`config.mk`:
```
export PLATFORM = sky130hd
export DESIGN_NAME = sp_port
export DESIGN_NICKNAME = d
export VERILOG_FILES = /design/src/rtl/sp_pkg.sv /design/src/rtl/sp_rate.sv /design/src/rtl/sp_atx.sv /design/src/rtl/sp_arx.sv /design/src/rtl/sp_sync.sv /design/src/rtl/sp_port.sv
export SDC_FILE = /design/constraint.sdc
export NUM_CORES = 1
export LEC_CHECK = 0
export BUFFER_PORTS_ARGS = -buffer_cell sky130_fd_sc_hd__buf_4
export CAP_MARGIN = 20
export CORE_UTILIZATION = 45
export DETAILED_ROUTE_END_ITERATION = 8
export GPL_ROUTABILITY_DRIVEN = 0
export GPL_TIMING_DRIVEN = 0
export PLACE_DENSITY = 0.7
export SYNTH_ARGS = -nofsm -noshare
export SYNTH_HDL_FRONTEND = slang
export SYNTH_SLANG_ARGS = --single-unit
```
`constraint.sdc`:
```
create_clock -name clk -period 5.1 [get_ports clk]
set_clock_uncertainty 0.2 [all_clocks]
set_input_delay 1.02 -clock clk [delete_from_list [all_inputs] [get_ports clk]]
set_output_delay 1.02 -clock clk [all_outputs]
set_load 0.005 [all_outputs]
```
`src/rtl/sp_pkg.sv`:
```
package sp_pkg;
    timeunit 1ns;
    timeprecision 100ps;

    typedef enum logic [1:0] {
        MD_SHIFT = 2'd0,
        MD_A10   = 2'd1,
        MD_A11F  = 2'd2,
        MD_A11T  = 2'd3
    } sp_mode_e;

    function automatic logic maj3(input logic a, input logic b, input logic c);
        return (a & b) | (a & c) | (b & c);
    endfunction
endpackage

```
`src/rtl/sp_rate.sv`:
```
module sp_rate (
    input  logic clk,
    input  logic rst_n,
    input  logic tick,
    input  logic dbl,
    output logic samp
);
    timeunit 1ns;
    timeprecision 100ps;

    logic half_d, half_q;

    always_comb begin
        half_d = half_q;
        if (tick) half_d = ~half_q;
        samp = tick & (dbl | half_q);
    end

    always_ff @(posedge clk or negedge rst_n) begin
        if (!rst_n) half_q <= 1'b0;
        else        half_q <= half_d;
    end


    half_rate_chk: assert property (@(posedge clk) disable iff (!rst_n)
        (!dbl && samp) |=> (dbl || !samp));
endmodule

```
`src/rtl/sp_atx.sv`:
```
module sp_atx #(
    parameter int OSR = 16
) (
    input  logic       clk,
    input  logic       rst_n,
    input  logic       samp,
    input  logic       load,
    input  logic [7:0] data,
    input  logic       nine,
    input  logic       b9,
    output logic       txd,
    output logic       done
);
    timeunit 1ns;
    timeprecision 100ps;

    localparam int SW = $clog2(OSR);

    typedef struct packed {
        logic          busy;
        logic [10:0]   sh;
        logic [3:0]    left;
        logic [SW-1:0] sub;
    } st_t;

    st_t q, d;

    always_comb begin
        d    = q;
        done = 1'b0;
        if (load) begin
            d.busy = 1'b1;
            d.sh   = {1'b1, (nine ? b9 : 1'b1), data, 1'b0};
            d.left = nine ? 4'd11 : 4'd10;
            d.sub  = '0;
        end else if (q.busy && samp) begin
            if (q.sub == SW'(OSR - 1)) begin
                d.sub = '0;
                if (q.left == 4'd1) begin
                    d.busy = 1'b0;
                    done   = 1'b1;
                end else begin
                    d.sh   = {1'b1, q.sh[10:1]};
                    d.left = q.left - 4'd1;
                end
            end else begin
                d.sub = q.sub + 1'b1;
            end
        end
        txd = q.busy ? q.sh[0] : 1'b1;
    end

    always_ff @(posedge clk or negedge rst_n) begin
        if (!rst_n) q <= '0;
        else        q <= d;
    end


    start_bit_chk: assert property (@(posedge clk) disable iff (!rst_n)
        load |=> !txd);

    stop_high_chk: assert property (@(posedge clk) disable iff (!rst_n)
        done |-> txd);
endmodule

```
`src/rtl/sp_arx.sv`:
```
module sp_arx #(
    parameter int OSR = 16
) (
    input  logic       clk,
    input  logic       rst_n,
    input  logic       samp,
    input  logic       rxd,
    input  logic       en,
    input  logic       nine,
    output logic       fdone,
    output logic [7:0] fdata,
    output logic       fb9,
    output logic       fstop
);
    timeunit 1ns;
    timeprecision 100ps;
    import sp_pkg::*;

    localparam int SW  = $clog2(OSR);
    localparam int MID = OSR / 2;

    typedef struct packed {
        logic          act;
        logic [SW-1:0] sub;
        logic [3:0]    idx;
        logic [1:0]    v;
        logic [7:0]    sh;
        logic          b9;
    } st_t;

    st_t q, d;
    logic       vote;
    logic [3:0] last;

    always_comb begin
        d     = q;
        fdone = 1'b0;
        last  = nine ? 4'd10 : 4'd9;
        vote  = maj3(q.v[0], q.v[1], rxd);
        if (!q.act) begin
            if (en && samp && !rxd) begin
                d.act = 1'b1;
                d.sub = '0;
                d.idx = '0;
            end
        end else if (samp) begin
            d.sub = (q.sub == SW'(OSR - 1)) ? '0 : q.sub + 1'b1;
            if (q.sub == SW'(MID - 1)) d.v[0] = rxd;
            if (q.sub == SW'(MID))     d.v[1] = rxd;
            if (q.sub == SW'(MID + 1)) begin
                if (q.idx == 4'd0) begin
                    if (vote) d.act = 1'b0;
                end else if (q.idx == last) begin
                    d.act = 1'b0;
                    fdone = 1'b1;
                end else if (q.idx <= 4'd8) begin
                    d.sh = {vote, q.sh[7:1]};
                end else begin
                    d.b9 = vote;
                end
            end
            if (q.sub == SW'(OSR - 1)) d.idx = q.idx + 4'd1;
        end
        fdata = q.sh;
        fb9   = nine ? q.b9 : vote;
        fstop = vote;
    end

    always_ff @(posedge clk or negedge rst_n) begin
        if (!rst_n) q <= '0;
        else        q <= d;
    end


    false_start_chk: assert property (@(posedge clk) disable iff (!rst_n)
        (q.act && samp && q.idx == 4'd0 && q.sub == SW'(MID + 1) && q.v == 2'b11 && rxd)
        |=> !q.act);
endmodule

```
`src/rtl/sp_sync.sv`:
```
module sp_sync #(
    parameter int HALF = 4
) (
    input  logic       clk,
    input  logic       rst_n,
    input  logic       go_tx,
    input  logic       go_rx,
    input  logic [7:0] data,
    input  logic       rxd,
    output logic       sclk,
    output logic       dout,
    output logic       doe,
    output logic       done_tx,
    output logic       done_rx,
    output logic [7:0] rdata
);
    timeunit 1ns;
    timeprecision 100ps;

    localparam int PW   = $clog2(2 * HALF);
    localparam int LAST = 2 * HALF - 1;

    typedef struct packed {
        logic          act;
        logic          dir;
        logic [PW-1:0] ph;
        logic [2:0]    cnt;
        logic [7:0]    sh;
    } st_t;

    st_t q, d;

    always_comb begin
        d       = q;
        done_tx = 1'b0;
        done_rx = 1'b0;
        rdata   = {rxd, q.sh[7:1]};
        if (!q.act) begin
            if (go_tx || go_rx) begin
                d.act = 1'b1;
                d.dir = go_tx;
                d.sh  = go_tx ? data : 8'h00;
                d.ph  = '0;
                d.cnt = '0;
            end
        end else if (q.ph == PW'(LAST)) begin
            d.ph  = '0;
            d.sh  = q.dir ? {1'b1, q.sh[7:1]} : {rxd, q.sh[7:1]};
            d.cnt = q.cnt + 3'd1;
            if (q.cnt == 3'd7) begin
                d.act   = 1'b0;
                done_tx = q.dir;
                done_rx = !q.dir;
            end
        end else begin
            d.ph = q.ph + 1'b1;
        end
        sclk = q.act ? (q.ph >= PW'(HALF)) : 1'b1;
        dout = (q.act && q.dir) ? q.sh[0] : 1'b1;
        doe  = q.act && q.dir;
    end

    always_ff @(posedge clk or negedge rst_n) begin
        if (!rst_n) q <= '0;
        else        q <= d;
    end


    sclk_low_chk: assert property (@(posedge clk) disable iff (!rst_n)
        (go_tx && !q.act) |=> (!sclk && doe));

    rx_float_chk: assert property (@(posedge clk) disable iff (!rst_n)
        (go_rx && !go_tx && !q.act) |=> !doe);
endmodule

```
`src/rtl/sp_port.sv`:
```
module sp_port #(
    parameter int M0_HALF = 4,
    parameter int OSR     = 16
) (
    input  logic       clk,
    input  logic       rst_n,
    input  logic       reg_we,
    input  logic [7:0] reg_wdata,
    output logic [7:0] reg_rdata,
    input  logic       tx_we,
    input  logic [7:0] tx_wdata,
    output logic [7:0] rx_data,
    input  logic       fe_sel,
    input  logic       dbl,
    input  logic       fix_tick,
    input  logic       tmr_tick,
    input  logic       rxd_in,
    output logic       rxd_out,
    output logic       rxd_oe,
    output logic       txd
);
    timeunit 1ns;
    timeprecision 100ps;
    import sp_pkg::*;

    typedef struct packed {
        logic       mode_hi;
        logic       mode_lo;
        logic       mp_en;
        logic       rx_en;
        logic       tx_b9;
        logic       rx_b9;
        logic       tx_done;
        logic       rx_done;
        logic       fe;
        logic [7:0] rbuf;
        logic [1:0] sy;
    } rg_t;

    rg_t q, d;
    sp_mode_e md;
    logic rxs, is_async, nine, tick, samp, accept;
    logic a_txd, a_done;
    logic fdone, fb9, fstop;
    logic [7:0] fdata, s_rdata;
    logic s_clk, s_done_tx, s_done_rx;

    assign md       = sp_mode_e'({q.mode_hi, q.mode_lo});
    assign is_async = (md != MD_SHIFT);
    assign nine     = md[1];
    assign rxs      = q.sy[1];
    assign tick     = (md == MD_A11F) ? fix_tick : tmr_tick;

    sp_rate u_rate (
        .clk(clk), .rst_n(rst_n), .tick(tick), .dbl(dbl), .samp(samp)
    );

    sp_atx #(.OSR(OSR)) u_atx (
        .clk(clk), .rst_n(rst_n), .samp(samp), .load(tx_we && is_async),
        .data(tx_wdata), .nine(nine), .b9(q.tx_b9), .txd(a_txd), .done(a_done)
    );

    sp_arx #(.OSR(OSR)) u_arx (
        .clk(clk), .rst_n(rst_n), .samp(samp), .rxd(rxs),
        .en(is_async && q.rx_en), .nine(nine), .fdone(fdone),
        .fdata(fdata), .fb9(fb9), .fstop(fstop)
    );

    sp_sync #(.HALF(M0_HALF)) u_sync (
        .clk(clk), .rst_n(rst_n), .go_tx(tx_we && !is_async),
        .go_rx(!is_async && q.rx_en && !q.rx_done), .data(tx_wdata), .rxd(rxs),
        .sclk(s_clk), .dout(rxd_out), .doe(rxd_oe),
        .done_tx(s_done_tx), .done_rx(s_done_rx), .rdata(s_rdata)
    );

    always_comb begin
        d      = q;
        d.sy   = {q.sy[0], rxd_in};
        accept = nine ? (!q.mp_en || fb9) : (!q.mp_en || fstop);
        if (reg_we) begin
            if (fe_sel) d.fe      = reg_wdata[7];
            else        d.mode_hi = reg_wdata[7];
            d.mode_lo = reg_wdata[6];
            d.mp_en   = reg_wdata[5];
            d.rx_en   = reg_wdata[4];
            d.tx_b9   = reg_wdata[3];
            d.rx_b9   = reg_wdata[2];
            d.tx_done = reg_wdata[1];
            d.rx_done = reg_wdata[0];
        end
        if (a_done || s_done_tx) d.tx_done = 1'b1;
        if (s_done_rx) begin
            d.rbuf    = s_rdata;
            d.rx_done = 1'b1;
        end
        if (fdone && is_async) begin
            if (!fstop) d.fe = 1'b1;
            if (accept) begin
                d.rbuf    = fdata;
                d.rx_b9   = fb9;
                d.rx_done = 1'b1;
            end
        end
        reg_rdata = {(fe_sel ? q.fe : q.mode_hi), q.mode_lo, q.mp_en, q.rx_en,
                     q.tx_b9, q.rx_b9, q.tx_done, q.rx_done};
        rx_data   = q.rbuf;
        txd       = is_async ? a_txd : s_clk;
    end

    always_ff @(posedge clk or negedge rst_n) begin
        if (!rst_n) begin
            q    <= '0;
            q.sy <= 2'b11;
        end else begin
            q <= d;
        end
    end


    fe_sticky_chk: assert property (@(posedge clk) disable iff (!rst_n)
        (q.fe && !(reg_we && fe_sel)) |=> q.fe);

    mode_keep_chk: assert property (@(posedge clk) disable iff (!rst_n)
        (reg_we && fe_sel) |=> $stable(q.mode_hi));

    mp_nine_chk: assert property (@(posedge clk) disable iff (!rst_n)
        (fdone && nine && q.mp_en && !fb9 && !q.rx_done && !reg_we) |=> !q.rx_done);

    mp_stop_chk: assert property (@(posedge clk) disable iff (!rst_n)
        (fdone && md == MD_A10 && q.mp_en && !fstop && !q.rx_done && !reg_we) |=> !q.rx_done);

    rx_done_hold_chk: assert property (@(posedge clk) disable iff (!rst_n)
        (q.rx_done && !reg_we) |=> q.rx_done);
endmodule

```
# Yosys cells after proc, flatten, opt, wreduce, memory -nomap -nowiden
# Index checks and enable logic that the tools add are counted.
totals:
  regBits: 76
  word_cells: 169
op_classes:
  add_sub_neg: 6
  muxes: 68
  n_eq_ne: 14
  n_bitwise: 13
  n_lt_le_gt_ge: 2
  n_reduce_logical: 38
op_table:
  columns: ["cell", "n"]
  rows:
  - ["$mux 20", 3]
  - ["$mux 9", 5]
  - ["$mux 1", 43]
  - ["$mux 8", 5]
  - ["$mux 16", 2]
  - ["$eq 4x4->1 const B", 4]
  - ["$mux 4", 4]
  - ["$mux 15", 1]
  - ["$reduce_and 3->1", 5]
  - ["$mux 14", 1]
  - ["$reduce_bool 2->1", 7]
  - ["$add 4x1->4 const B", 3]
  - ["$reduce_and 6->1", 2]
  - ["$mux 11", 1]
  - ["$logic_and 1x1->1", 10]
  - ["$mux 10", 1]
  - ["$reduce_and 2->1", 4]
  - ["$add 3x1->3 const B", 2]
  - ["$eq 3x3->1 const B", 2]
  - ["$not 1->1", 6]
  - ["$logic_not 1->1", 5]
  - ["$and 1x1->1", 4]
  - ["$eq 4x1->1 const B", 1]
  - ["$eq 4x3->1 const B", 1]
  - ["12 further kinds", 19]

# Logic depth before layout (Yosys ltp)
logic_depth:
  depth_word: 9
  ltp_mapped: 8

# By module
# A second synthesis with hierarchy kept.
hier_totals:
  cells_unflattened: 371
  hier_area_um2: 4066.4
by_module_without_submodules:
  columns: ["mod", "cells_each", "n_inst", "area_per_inst_um2", "seq_area_each_um2"]
  rows:
  - ["sp_arx", 103, 1, 1086.0, 500.5]
  - ["sp_port", 84, 1, 1039.7, 478.0]
  - ["sp_atx", 103, 1, 994.7, 500.5]
  - ["sp_sync", 78, 1, 904.6, 400.4]
  - ["sp_rate", 3, 1, 41.3, 25.0]

# Least setup slack after synthesis
# No wires, ideal clock.
synth_path:
  path_type: "in2out"
  from: "in fe_sel"
  to: "out reg_rdata[7]"
  cell_stages: 1
  slack_ns: 2.546
  path_buffers: 0
  required_ns: 3.880
  arrival_ns: 1.334
  cell_sequence: "mux2_2"
synth_between:
  elab_chain_cells: 1
synth_rtl:
  columns: ["element", "line_no", "text"]
  rows:
  - ["start: declaration", "sp_port.sv:13", "input logic fe_sel,"]
  - ["$mux 1", "sp_port.sv:104", "reg_rdata = {(fe_sel ? q.fe : q.mode_hi), q.mode_lo, q.mp_en, q.rx_en,"]
  - ["end: declaration", "sp_port.sv:9", "output logic [7:0] reg_rdata,"]
# Every way passes these cells.

# Worst setup path after layout
layout_path:
  from: "reg u_sync.q[15] in the netlist's numbering"
  to: "out txd"
layout_between:
  elab_chain_cells: 2
layout_rtl:
  columns: ["element", "line_no", "text"]
  rows:
  - ["start: declaration", "sp_sync.sv:31", "st_t q, d;"]
  - ["start signal: assignment", "sp_sync.sv:64", "if (!rst_n) q <= '0;"]
  - ["start signal: assignment", "sp_sync.sv:65", "else q <= d;"]
  - ["$mux 1", "sp_sync.sv:58", "sclk = q.act ? (q.ph >= PW'(HALF)) : 1'b1;"]
  - ["$mux 1", "sp_port.sv:107", "txd = is_async ? a_txd : s_clk;"]
  - ["end: declaration", "sp_port.sv:20", "output logic txd"]
# Every way passes these cells.

==> run metrics <==
status finished clean; Pre-Repair DR Iteration Count 4; largest net degree at the start of global routing 77; synthesis-stage register bit count 76; vias in the first global route 2748; first-pass GRT wire length 13.2 mm; simple-gate share of the synthesized area 14.7%; Layout Cells excl Fill 534; total CTS buffers 9; Synth Area in Compound Gates 13.0%; Post-DP HPWL 5.63 mm; Setup TNS 0 ns; detailed-route vias per instance 5.34; Syn Area/Cell 10.4 µm²; CTS tree built; CP Class register to output port; share of layout cells above drive strength 1 28.9%; Die X 94.7 µm; row cnt 33; highest clock rate 332 MHz; core area 8260 µm²; WL final 7.86 mm; Starting Density 46.8%; crit path DAT 1.79 ns; pwr dens 401 nW/µm²; Total Power 0.00182 W; list of most frequent post-synthesis cells dfrtp_1 (74), a21oi_1 (37), mux2_2 (33); clk_lat worst skew 0.35 ns; Max Slew Vio Count 0; unique cell type count in the Yosys netlist 52; Post-Synthesis Cells 371; ant diodes 0; critical path's slowest cell clkbuf_1; Crit path largest cell delay 0.39 ns; critical path fanouts, max 10; Tot GR Track Use 19.3%; final hold viol count 0; Rel. slew slack 35.5%; # resized after CTS 0; critical path launch point type register; multi-input logic area 1720 µm²; Top cell by count, worst path clkbuf_1; crit-path cells clkbuf_1 -> clkbuf_1 -> a31oi_1 -> buf_4; area grow syn2layout 17.3%; clock-pin slew on the worst setup and hold paths 0.08 ns; Cell Area, Synth 3860 µm²; synth warn 0; Worst Hold Class register to register; post-route cell area 4530 µm²; Initial DRC Count 180; initial antenna violation count 0; static leakage 2.10 nW; Mapped Nets 408; post-synthesis xor/xnor area fraction 0.907%; area leader, netlist dfrtp_1; Crit. End Element output port; Routed Antenna Nets 0; Die Height 94.7 µm; Area contributors post-synth dfrtp_1 (48%), mux2_2 (9.6%), a21oi_1 (4.8%), ha_1 (3.9%), buf_4 (3.1%); RSZ-0062 raised after global routing false; H-tree levels 3; drt wl/cell 14.7 µm; DR vias 2854; # setup viols final 0; EDFF count, synth 0; worst slew pin tran 0.968 ns; Hold Buf Count CTS 0; Synth top area share 47.9%; post-CTS setup buffer count 0; Final nets 462; post-synthesis sequential area ratio 49.3%; die area 8960 µm²; Main synth FF type dfrtp_1; maxcap violations 0; dpl cell area 4320 µm²; CP required 3.88 ns; FFs w/ async S/R, synth 100%; most frequent cell after synthesis dfrtp_1; fin crit period 3.01 ns; largest family of logic cells by synthesized area simple AND/OR/NAND/NOR gates; Ports 44; Overflow after GRT 0; clk buf depth 2; Inst Count DP 519; I/O Buffers 43; worst hold slack 0.159 ns; Clock Tree Root clkbuf_8; mux share of post-synthesis cell area 11.7%; fin crit share 59.0%; Post-route DRC 0; worst vdd ir 0.144 mV; clock sinks 76; register area 1900 µm²; fillcell total 746; Synth Area in Adders 4.15%
## path summary, 6_finish.rpt
path,startpoint,slack [ns],cells after the start,to
worst max-delay path,u_sync.q[15],2.09,4,txd
worst min-delay path,d[1],0.16,0,q[1]
worst max register to register,u_sync.q[11],2.69,6,rx_data[6]
worst min register to register,d[1],0.16,0,q[1]
max in group asynchronous,rst_n,3.45,1,reg_rdata[4]
min in group asynchronous,rst_n,0.59,1,u_atx.q[12]
## routing by layer
metal  up-vias  global-route usage (%)  part of all wire [%]
li1       1412                       -                     -
met1      1376                    27.5                    48
met2        53                    29.3                    47
met3        13                    2.98                   3.4
met4         0                    7.83                   1.7
met5         -                       0                     0
## cells in the final DEF (no fill, tap or decap), types with 3 or more instances in the layout
| master | n |
|---|---|
| and3_1 | 4 |
| a21oi_1 | 37 |
| buf_4 | 59 |
| clkbuf_1 | 8 |
| ha_1 | 12 |
| nand4b_1 | 3 |
| and2_1 | 4 |
| or3_1 | 3 |
| inv_1 | 14 |
| a22o_1 | 4 |
| nand2_1 | 28 |
| nand3b_1 | 3 |
| a31oi_1 | 5 |
| nand2b_1 | 4 |
| nand3_1 | 10 |
| mux2i_1 | 7 |
| clkbuf_8 | 9 |
| nor2_1 | 28 |
| dfrtp_1 | 74 |
| nor3_1 | 6 |
| o21ai_0 | 15 |
| mux2_2 | 33 |
| nand4_1 | 5 |
| a22oi_1 | 7 |
| buf_2 | 6 |
| nor2b_1 | 3 |
| xnor2_1 | 3 |
## sequential cells by signal, indices dropped and copies added, names as in the netlist
signal	cells
u_atx.q	20
u_sync.q	9
u_arx.q	12
q	2
rx_data	8
reg_rdata	7
nine	1
u_arx.fdata	8
u_sync.rdata	7
u_rate.half_q	1
d	1
## where the power goes
part | internal (W) | leakage, nW | total [W] | switching [W]
clock network | 0.000273 | 0.105 | 0.000499 | 0.000226
logic | 0.000243 | 1.08 | 0.000499 | 0.000256
registers | 0.000722 | 0.911 | 0.000821 | 0.0000991
## critical path, delay by kind of cell, from the launching register on
| family | cells | cell delay, ns |
|---|---|---|
| buf+inv | 3 | 0.90 |
| flops | 1 | 0.35 |
| compound gates | 1 | 0.18 |
## through the flow
step	worst slack (ns)	util, %
2_1_floorplan	2.55	-
5_1_grt	1.96	54.9
4_1_cts	2.07	54.9
3_3_place_gp	2.32	52.3
3_5_place_dp	2.32	52.3
6_report	2.09	54.9
## cells by family (layout without fill, tap and decap cells)
family | after synthesis | after routing
compound gates | 82 | 82
mux | 41 | 41
fa+ha+maj | 13 | 13
simple gates | 110 | 110
buf+inv | 45 | 103
flops | 76 | 76
xor+xnor | 4 | 4
## cell type report
type                            instances  area share, %
Buffer                                 31           4.22
Multi-Input combinational cell        250           37.9
Timing Repair Buffer                   43           7.12
Tap cell                              105           2.90
Sequential cell                        76           42.0
Clock buffer                            9           2.73
Clock inverter                          6           1.99
Inverter                               14           1.16
No activity file was read; power rests on OpenSTA's default activity.
